## src/rtl/sd_chk_pkg.sv

```systemverilog
package sd_chk_pkg;

    typedef enum logic [1:0] {
        MODE_READ     = 2'd0,
        MODE_WRITE    = 2'd1,
        MODE_BUSY     = 2'd2,
        MODE_BUSY_ALT = 2'd3
    } chk_mode_e;

    typedef enum logic [2:0] {
        ST_IDLE,
        ST_WAIT_SB,
        ST_DATA,
        ST_CRCB,
        ST_ENDB,
        ST_TOK,
        ST_TOK_END,
        ST_BUSY
    } chk_state_e;

    typedef struct packed {
        logic done;
        logic crc_err;
        logic end_err;
        logic tmo_err;
    } chk_result_t;

    localparam logic [15:0] CRC16_POLY = 16'h1021;
    localparam logic [2:0]  TOKEN_GOOD = 3'b010;

    function automatic logic [15:0] crc16_step(input logic [15:0] cur, input logic din);
        logic fb;
        fb = cur[15] ^ din;
        return {cur[14:0], 1'b0} ^ (fb ? CRC16_POLY : 16'h0000);
    endfunction

endpackage

```

## src/rtl/sd_crc16_serial.sv

```systemverilog
module sd_crc16_serial
    import sd_chk_pkg::*;
(
    input  logic        clk,
    input  logic        rst,
    input  logic        clear,
    input  logic        shift,
    input  logic        din,
    output logic [15:0] crc
);
    always_ff @(posedge clk) begin
        if (rst || clear) begin
            crc <= 16'h0000;
        end else if (shift) begin
            crc <= crc16_step(crc, din);
        end
    end
endmodule

```

## config.mk

```make
export PLATFORM = sky130hd
export DESIGN_NAME = sd_crc16_serial
export DESIGN_NICKNAME = d
export VERILOG_FILES = /design/src/rtl/sd_chk_pkg.sv /design/src/rtl/sd_crc16_serial.sv
export SDC_FILE = /design/constraint.sdc
export NUM_CORES = 1
export LEC_CHECK = 0
export ABC_CLOCK_PERIOD_IN_PS = 1100
export BUFFER_PORTS_ARGS = -buffer_cell sky130_fd_sc_hd__buf_2
export CORE_MARGIN = 10
export CORE_UTILIZATION = 46
export DETAILED_ROUTE_END_ITERATION = 12
export HOLD_SLACK_MARGIN = 0.08
export PLACE_DENSITY = 0.74
export SLEW_MARGIN = 0
export SYNTH_ARGS = -nofsm -noshare
export SYNTH_HDL_FRONTEND = slang
export SYNTH_SLANG_ARGS = --single-unit
```

## constraint.sdc

```tcl
create_clock -name clk -period 1.1 [get_ports clk]
set_input_delay 0.055 -clock clk [delete_from_list [all_inputs] [get_ports clk]]
set_output_delay 0.055 -clock clk [all_outputs]
set_load 0.01 [all_outputs]
```

==> impl_metrics.csv, run 1 <==
group,metric,value,unit
outcome,status,"finished clean",
timing,slew_headroom,68.4,%
detailed_routing,wl_per_cell,12.6,um
synthesis,synthesis.area,633,sq um
critical_path,path_class,"reg -> reg",
synthesis,yosys.area.top_type,"dfxtp_1",
floorplanning,fp.coreArea,0.00130,sq mm
floorplanning,initial_core_util,48.7,%
critical_path,endpoint_kind,"flip-flop",
critical_path,r2r_cells,3,
detailed_routing,wl,1210,um
synthesis,synthDistinctLibCells,14,
pwr,ir_worst_vdd,0.733,mV
worst_hold_path,min_from,"rst",
detailed_routing,drtPass1Iterations,4,
timing,finalHoldViolations,0,
critical_path,timing.reg2reg.setup_slack,0.19,ns
synthesis,synth_area_per_cell,10.6,sq um
synthesis,postSynth.asyncResetShare,0,%
timing,finalSetupViolations,0,
global_route,grt_pass1_wl,2180,um
floorplanning,row_count,13,
timing,min_period,0.906,ns
clocking,cts_buffers,3,
run,max_cap_violations,0,
final_layout,antennaDiodeCount,0,
global_route,grt_start_max_net_pins,22,
worst_hold_path,hold_end,"crc[12]$_SDFFE_PP0P_",
timing,final.period_utilization,82.3,%
critical_path,r2r_end,"crc[12]$_SDFFE_PP0P_",
pwr,p_sw,0.221,mW
detailed_routing,final_antenna_net_count,0,
pwr,switching_share,21.2,%
placed_design,gp_congestion,0.647,
floorplanning,die_area,0.00326,sq mm
clocking,post_cts_resized,0,
floorplanning,die_h,57.1,um
critical_path,path_max_fanout,4,
pwr,comb_power_share,7.1,%
synthesis,ys_top_cells_by_count,"dfxtp_1 (16), nor2_1 (15), mux2i_1 (13)",
global_route,overflow,0,
clocking,h-tree-depth,1,
pwr,leakagePower,0.378,nW
synthesis,synth_nets,65,
clocking,root_buffer,"clkbuf_4",
pwr,seq_power_share,56.6,%
critical_path,critical_path_required,1.33,ns
final_layout,multiInputGateArea,278,sq um
clocking,cts_tree,"yes",
detailed_routing,first_iter_violations,6,
global_route,grt_pass1_vias,487,
synthesis,synth_flop_cell,"dfxtp_1",
final_layout,nFillCells,113,
synthesis,yosysWarningCount,0,
timing,rsz0062_at_grt,"false",
critical_path,worstPathArrival,1.13,ns
clocking,clk_latency,0.28,ns
pwr,power,1.04,mW
detailed_routing,vias,483,
final_layout,regMostFlops,"crc",
clocking,clock_path_buffers,2,
detailed_routing,viasPerCell,5.03,
timing,max_freq,1100,MHz
critical_path,r2r-start,"crc[15]$_SDFFE_PP0P_",
clocking,clock-sinks,16,
timing,tns,0,ns
critical_path,startpoint_type,"flip-flop",
final_layout,seq_area,320,sq um
global_route,grt.total_usage,8.01,%
floorplanning,ioPinCount,21,
final_layout,nets,87,
synthesis,syn_inst,60,
synthesis,synth_edf_count,0,
timing,tightest_slew,0.475,ns
synthesis,synth_area_leaders,"dfxtp_1 (51%), mux2i_1 (21%), nor2_1 (8.9%)",
clocking,post-cts-setup-buffers,0,
detailed_routing,drc_errors,0,
final_layout,largest_register_ffs,16,
worst_hold_path,hold_class,"in -> reg",
final_layout,final_core_util,59.4,%
placed_design,numPortBuffers,20,
synthesis,yosysTopAreaCellShare,50.6,%
final_layout,synthToLayoutAreaGrowth,22.1,%
floorplanning,die_w,57.1,um
synthesis,yosysSeqAreaShare,50.6,%
final_layout,top_regs,"crc: 16 flops",
synthesis,ys_seq_elements,16,
timing,skew,0.00347,ns
clocking,hold_buffers,0,
timing,slew_viol_final,0,
pwr,p_int,0.818,mW
pwr,power.density,1340,mW/mm^2
final_layout,drive_above_1_share,32.1,%
pwr,clkPwrFrac,36.4,%
clocking,path_clk_slew,0.09,ns
worst_hold_path,holdPathStages,4,
global_route,antenna_found_initial,0,
synthesis,synth_most_common_cell,"dfxtp_1",
## through the flow
step	hold slack, ns	std cells	setup slack (ns)	area, sq um
after global placement	0.430	92	0.221	737
after floorplan	0.261	60	0.226	633
after CTS	0.138	96	0.197	773
final	0.147	96	0.194	773
after detailed placement	0.442	92	0.219	737
after global routing	0.162	96	0.0819	773
## worst max path at each step
stage / from / end / slack (ns) / depth (start not counted)
4_1_cts: crc[15]$_SDFFE_PP0P_ / crc[12]$_SDFFE_PP0P_ / 0.20 / 3
3_3_place_gp: crc[15]$_SDFFE_PP0P_ / crc[12]$_SDFFE_PP0P_ / 0.22 / 3
5_1_grt: crc[15]$_SDFFE_PP0P_ / crc[12]$_SDFFE_PP0P_ / 0.08 / 3
3_5_place_dp: crc[15]$_SDFFE_PP0P_ / crc[12]$_SDFFE_PP0P_ / 0.22 / 3
6_report: crc[15]$_SDFFE_PP0P_ / crc[12]$_SDFFE_PP0P_ / 0.19 / 3
2_1_floorplan: crc[15]$_SDFFE_PP0P_ / crc[12]$_SDFFE_PP0P_ / 0.23 / 3
## cells in the final DEF, fill, tap and decap left out
cell type,netlist,routed
buf_2,1,20
dfxtp_1,16,16
nor2_1,15,15
mux2i_1,13,13
clkbuf_4,0,3
nand4b_1,2,2
nand4_1,2,2
nand3b_1,2,2
nand3_1,2,2
or2_1,1,1
xor2_1,1,1
xnor2_1,1,1
a211oi_2,1,1
clkbuf_8,0,1
buf_12,0,1
## metal layers
metal,global-route usage (%),up-vias,part of all wire [%]
li1,-,246,-
met1,8.73,223,44
met2,12.6,12,46
met3,3.98,2,9.1
met4,4.03,0,0.99
met5,0,-,0
## cells by family (layout without fill, tap and decap cells)
logic type,count (synthesis),in the layout,synth area share (%)
mux,13,13,20.6
simple gates,24,24,18.6
buf+inv,4,25,5.53
xor+xnor,2,2,2.77
compound gates,1,1,1.98
flops,16,16,50.6
## power by group through the flow
| stage | Combinational (mW) | Clock (mW) | Sequential, mW |
|---|---|---|---|
| 2_1_floorplan | 0.0539 | 0 | 0.603 |
| 3_3_place_gp | 0.0741 | 0 | 0.601 |
| 3_5_place_dp | 0.0740 | 0 | 0.601 |
| 4_1_cts | 0.0742 | 0.390 | 0.588 |
| 5_1_grt | 0.0808 | 0.410 | 0.589 |
| 6_report | 0.0734 | 0.378 | 0.588 |
## critical path, stage by stage, from the launching register on
cell and delay, ns:
dfxtp_1 0.35, xnor2_1 0.28, nand4_1 0.13, nand3_1 0.09
## cell type report
class                           instances  share of cell area, %
Clock buffer                            4                   4.69
Multi-Input combinational cell         40                   35.9
Sequential cell                        16                   41.4
Tap cell                               15                   2.43
Timing Repair Buffer                   21                   15.5
Note: power is estimated with default switching activity, not from simulation.
==> run 2: changes to the inputs <==
--- a/config.mk
+++ b/config.mk
@@ -5,13 +5,14 @@
 export SDC_FILE = /design/constraint.sdc
 export NUM_CORES = 1
 export LEC_CHECK = 0
-export ABC_CLOCK_PERIOD_IN_PS = 1100
+export ABC_AREA = 1
+export ABC_CLOCK_PERIOD_IN_PS = 800
 export BUFFER_PORTS_ARGS = -buffer_cell sky130_fd_sc_hd__buf_2
 export CORE_MARGIN = 10
-export CORE_UTILIZATION = 46
+export CORE_UTILIZATION = 44
 export DETAILED_ROUTE_END_ITERATION = 12
 export HOLD_SLACK_MARGIN = 0.08
-export PLACE_DENSITY = 0.74
+export PLACE_DENSITY = 0.72
 export SLEW_MARGIN = 0
 export SYNTH_ARGS = -nofsm -noshare
 export SYNTH_HDL_FRONTEND = slang
==> constraint.sdc (replaced) <==
create_clock -name clk -period 0.8 [get_ports clk]
set_input_delay 0.04 -clock clk [delete_from_list [all_inputs] [get_ports clk]]
set_output_delay 0.04 -clock clk [all_outputs]
set_load 0.01 [all_outputs]
==> impl_metrics.csv, run 2 <==
group,metric,value,unit
outcome,status,"finished with violations",
outcome,violations,"setup timing",
clocking,clock-sinks,16,
final_layout,synthToLayoutAreaGrowth,50.7,%
critical_path,path_max_fanout,4,
placed_design,gp_congestion,0.724,
critical_path,path_class,"reg -> reg",
clocking,cts_tree,"yes",
detailed_routing,drtPass1Iterations,4,
timing,holdWs,0.131,ns
synthesis,syn_inst,85,
detailed_routing,first_iter_violations,12,
clocking,root_buffer,"clkbuf_4",
final_layout,nFillCells,125,
critical_path,r2r_cells,5,
critical_path,max_stage_delay,0.40,ns
floorplanning,die_area,0.00372,sq mm
final_layout,instances_no_fill,138,
global_route,grt_pass1_vias,664,
final_layout,top_regs,"crc: 16 flops",
synthesis,ys_top_cells_by_count,"nand2_1 (25), dfxtp_1 (16), a21oi_2 (12)",
clocking,path_clk_slew,0.09,ns
floorplanning,initial_core_util,48.1,%
global_route,antenna_found_initial,0,
timing,max_freq,1180,MHz
global_route,grt_start_max_net_pins,14,
synthesis,yosysTopAreaCellShare,43.2,%
floorplanning,ioPinCount,21,
floorplanning,die_w,61.0,um
synthesis,synth_area_per_cell,8.71,sq um
global_route,grt.total_usage,10.5,%
synthesis,yosysWarningCount,0,
placed_design,numPortBuffers,20,
floorplanning,die_h,61.0,um
critical_path,endpoint_kind,"flip-flop",
critical_path,startpoint,"crc[15]$_SDFFE_PP0P_",
final_layout,nets,129,
placed_design,hpwl,1300,um
global_route,overflow,0,
timing,worst_slack,-0.0496,ns
synthesis,synthesis.area,741,sq um
synthesis,yosys.area.top_type,"dfxtp_1",
synthesis,synth_area_leaders,"dfxtp_1 (43%), a21oi_2 (14%), nand2_1 (13%)",
placed_design,placed_cells,124,
synthesis,synth_nets,90,
detailed_routing,vias,671,
synthesis,synth_most_common_cell,"nand2_1",
synthesis,yosysSeqAreaShare,43.2,%
critical_path,crit_chain,"nand2_4 > nand2_4 > nor2_4 > nor2_1 > nor2_1",
clocking,cts_buffers,3,
synthesis,synth_edf_count,0,
timing,rsz0062_at_grt,"true",
critical_path,crit_family,"flip-flops",
worst_hold_path,hold_class,"in -> reg",
timing,min_period,0.850,ns
synthesis,synth_flop_cell,"dfxtp_1",
detailed_routing,drc_errors,0,
detailed_routing,viasPerCell,4.86,
pwr,leakagePower,0.460,nW
synthesis,synthDistinctLibCells,17,
critical_path,startpoint_type,"flip-flop",
clocking,h-tree-depth,1,
timing,tightest_slew,0.342,ns
worst_hold_path,hold_end,"crc[12]$_SDFFE_PP0P_",
worst_hold_path,min_from,"rst",
global_route,grt_pass1_wl,3010,um
final_layout,final_common_cell,"nand2_1",
critical_path,crit_buf_inv,0,
worst_hold_path,holdPathStages,5,
final_layout,antennaDiodeCount,0,
synthesis,postSynth.asyncResetShare,0,%
detailed_routing,final_antenna_net_count,0,
detailed_routing,wl_per_cell,13.9,um
final_layout,final_cell_mix,"nand2_1 (23), buf_4 (17), buf_6 (16)",
final_layout,largest_register_ffs,16,
critical_path,critical_path.slowest_cell,"dfxtp_4",
pwr,ir_worst_vdd,1.20,mV
timing,slew_headroom,77.1,%
critical_path,critical_path_required,0.98,ns
detailed_routing,wl,1920,um
final_layout,regMostFlops,"crc",
final_layout,drive_above_1_share,73.0,%
critical_path,worstPathArrival,1.03,ns
timing,finalSetupViolations,5,
critical_path,r2r_end,"crc[5]$_SDFFE_PP0P_",
timing,finalHoldViolations,0,
run,max_cap_violations,0,
clocking,clock_path_buffers,2,
timing,skew,0.00215,ns
floorplanning,fp.coreArea,0.00154,sq mm
critical_path,timing.reg2reg.setup_slack,-0.05,ns
critical_path,r2r-start,"crc[15]$_SDFFE_PP0P_",
pwr,power.density,1250,mW/mm^2
synthesis,ys_seq_elements,16,
floorplanning,row_count,14,
clocking,clk_latency,0.28,ns
timing,slew_viol_final,0,
timing,final.period_utilization,106,%
==> run 2: timing repair <==
action | 4_1_cts | 5_1_grt
resized for setup | 27 | 10
endpoints found under the hold margin | 0 | 0
pin swaps | 1 | 0
setup endpoints to repair | 19 | 19
hold buffers | 0 | 0
buffers inserted | 8 | 3
==> run 2: metrics by stage <==
step	power (mW)	instance area, sq um	setup TNS, ns	util (%)	setup WS (ns)
after floorplan	0.947	747	0	-	0.0189
after CTS	1.40	1030	-0.164	67.1	-0.0442
final	1.40	1120	-0.141	72.4	-0.0496
after detailed placement	0.990	875	-0.0618	56.7	-0.0402
after global placement	0.986	875	0	56.7	0.0437
after global routing	1.47	1120	-0.456	72.4	-0.0726
==> run 2: area by class of cell <==
cell class | instances | area (sq um) | area share (%)
Sequential cell | 16 | 345 | 30.9
Inverter | 5 | 26.3 | 2.35
Clock buffer | 3 | 22.5 | 2.02
Timing Repair Buffer | 38 | 348 | 31.2
Tap cell | 16 | 20.0 | 1.79
Multi-Input combinational cell | 60 | 354 | 31.7
==> run 2: tightest hold or removal path: cells and delay by family <==
kind                   cells  cell delay (ns)
buffers and inverters      2             0.22
and+or+nand+nor            3             0.14
==> run 2: worst max path at each step <==
stage,slack [ns],depth (start not counted),end
floorplan,0.02,5,crc[12]$_SDFFE_PP0P_
global placement,0.04,5,crc[0]$_SDFFE_PP0P_
detailed placement,-0.04,5,crc[5]$_SDFFE_PP0P_
CTS,-0.04,1,crc[15]
global route,-0.07,5,crc[5]$_SDFFE_PP0P_
finish,-0.05,5,crc[5]$_SDFFE_PP0P_
==> run 2: per-layer routing <==
metal	routed length (um)	global-route usage, %	vias up
li1	-	-	346
met1	769	11.5	312
met2	1030	18.6	13
met3	117	4.53	0
met4	0	1.88	0
met5	0	0	-
==> run 2: cells by family (layout without fill, tap and decap cells) <==
group / after synthesis / in the layout / share of synthesized area [%]
simple gates: 45 / 45 / 29.2
flops: 16 / 16 / 43.2
compound gates: 15 / 15 / 16.2
buf+inv: 9 / 46 / 11.3
==> run 2: report_power, final <==
| part | switching (mW) | internal, mW |
|---|---|---|
| Clock | 0.233 | 0.174 |
| Combinational | 0.102 | 0.0772 |
| Sequential | 0.0104 | 0.799 |
==> run 3: changes to the inputs <==
--- a/config.mk
+++ b/config.mk
@@ -6,13 +6,13 @@
 export NUM_CORES = 1
 export LEC_CHECK = 0
 export ABC_AREA = 1
-export ABC_CLOCK_PERIOD_IN_PS = 800
+export ABC_CLOCK_PERIOD_IN_PS = 1000
 export BUFFER_PORTS_ARGS = -buffer_cell sky130_fd_sc_hd__buf_2
 export CORE_MARGIN = 10
-export CORE_UTILIZATION = 44
+export CORE_UTILIZATION = 52
 export DETAILED_ROUTE_END_ITERATION = 12
 export HOLD_SLACK_MARGIN = 0.08
-export PLACE_DENSITY = 0.72
+export PLACE_DENSITY = 0.8
 export SLEW_MARGIN = 0
 export SYNTH_ARGS = -nofsm -noshare
 export SYNTH_HDL_FRONTEND = slang
==> constraint.sdc (replaced) <==
create_clock -name clk -period 1 [get_ports clk]
set_input_delay 0.05 -clock clk [delete_from_list [all_inputs] [get_ports clk]]
set_output_delay 0.05 -clock clk [all_outputs]
set_load 0.01 [all_outputs]
==> impl_metrics.csv, run 3 (synthesis results as in run 2) <==
group,metric,value,unit
global_route,grt_pass1_vias,615,
timing,finalSetupViolations,0,
final_layout,nets,114,
detailed_routing,drc_errors,0,
final_layout,regMostFlops,"crc",
clocking,cts_buffers,3,
final_layout,instances_no_fill,123,
pwr,power,1.18,mW
clocking,path_clk_slew,0.09,ns
floorplanning,row_count,13,
floorplanning,ioPinCount,21,
timing,skew,0.00280,ns
pwr,power.density,1360,mW/mm^2
floorplanning,initial_core_util,56.2,%
final_layout,final_cell_mix,"nand2_1 (25), buf_2 (20), dfxtp_1 (16)",
detailed_routing,viasPerCell,5.11,
timing,finalHoldViolations,0,
timing,slew_viol_final,0,
final_layout,top_regs,"crc: 16 flops",
global_route,grt.total_usage,10.2,%
timing,rsz0062_at_grt,"false",
timing,tns,0,ns
floorplanning,die_area,0.00333,sq mm
clocking,h-tree-depth,1,
critical_path,path_class,"reg -> out",
detailed_routing,final_antenna_net_count,0,
final_layout,final_common_cell,"nand2_1",
final_layout,synthToLayoutAreaGrowth,16.6,%
global_route,grt_pass1_wl,2820,um
critical_path,startpoint_type,"flip-flop",
worst_hold_path,hold_class,"in -> reg",
timing,tightest_slew,0.332,ns
placed_design,pre_cts_slack,0.129,ns
clocking,clock-sinks,16,
final_layout,nFillCells,120,
placed_design,placed_cells,118,
clocking,post-cts-setup-buffers,0,
critical_path,critical_path_required,0.95,ns
placed_design,place_area,817,sq um
timing,slew_headroom,77.8,%
detailed_routing,first_iter_violations,5,
floorplanning,die_w,57.7,um
clocking,clk_latency,0.28,ns
critical_path,worstPathArrival,0.87,ns
clocking,clock_path_buffers,2,
critical_path,crit_chain,"buf_2",
critical_path,max_stage_delay,0.43,ns
critical_path,crit_family,"flip-flops",
clocking,post_cts_resized,0,
final_layout,drive_above_1_share,50.0,%
final_layout,largest_register_ffs,16,
outcome,status,"finished clean",
critical_path,timing.reg2reg.setup_slack,0.10,ns
placed_design,hpwl,1180,um
pwr,ir_worst_vdd,0.919,mV
placed_design,numPortBuffers,20,
global_route,overflow,0,
detailed_routing,wl,1610,um
timing,max_freq,1080,MHz
final_layout,final_area,863,sq um
timing,final.period_utilization,92.4,%
clocking,cts_tree,"yes",
pwr,leakagePower,0.356,nW
clocking,root_buffer,"clkbuf_4",
critical_path,endpoint_kind,"primary output",
timing,min_period,0.924,ns
final_layout,final_core_util,65.5,%
critical_path,path_max_fanout,4,
detailed_routing,drtPass1Iterations,4,
run,max_cap_violations,0,
timing,holdWs,0.193,ns
placed_design,gp_congestion,0.780,
critical_path,crit_buf_inv,1,
global_route,antenna_found_initial,0,
detailed_routing,vias,628,
detailed_routing,wl_per_cell,13.1,um
floorplanning,fp.coreArea,0.00132,sq mm
critical_path,critical_path.slowest_cell,"dfxtp_1",
final_layout,antennaDiodeCount,0,
timing,worst_slack,0.0758,ns
floorplanning,die_h,57.7,um
global_route,grt_start_max_net_pins,18,
run 3: changes by cell type in the layout (fill, tap and decap cells not counted), sizes merged:
cell	before	now
buf	38	22
clkbuf	3	4
dlygate4sd3	0	1
run 3: worst paths after layout:
check / startpoint / to / cells after the start
hold / removal: din / crc[12]$_SDFFE_PP0P_ / 6
setup / recovery: crc[4]$_SDFFE_PP0P_ / crc[4] / 1
hold reg to reg: crc[8]$_SDFFE_PP0P_ / crc[8]$_SDFFE_PP0P_ / 2
setup reg to reg: crc[15]$_SDFFE_PP0P_ / crc[12]$_SDFFE_PP0P_ / 5
run 3: timing repair:
action | in CTS | in global routing
hold endpoints to repair | 3 | 0
setup endpoints to repair | 0 | 0
hold buffers | 1 | 0
run 3: report_power, final:
part           internal (mW)  switching, mW
combinational         0.0357         0.0708
sequential             0.643        0.00587
clock                  0.222          0.200
run 3: final cells by class:
type,count,area (sq um),share of cell area [%]
Timing Repair Buffer,23,125,14.5
Sequential cell,16,320,37.1
Clock buffer,4,36.3,4.20
Multi-Input combinational cell,60,337,39.0
Inverter,5,26.3,3.04
Tap cell,15,18.8,2.17
run 3: metal layers:
layer  share of wire [%]  vias up  track usage [%]
li1                    -      314                -
met1                  44      290             11.3
met2                  50       18             17.6
met3                 4.5        6             2.61
met4                 1.9        0             5.03
met5                   0        -                0
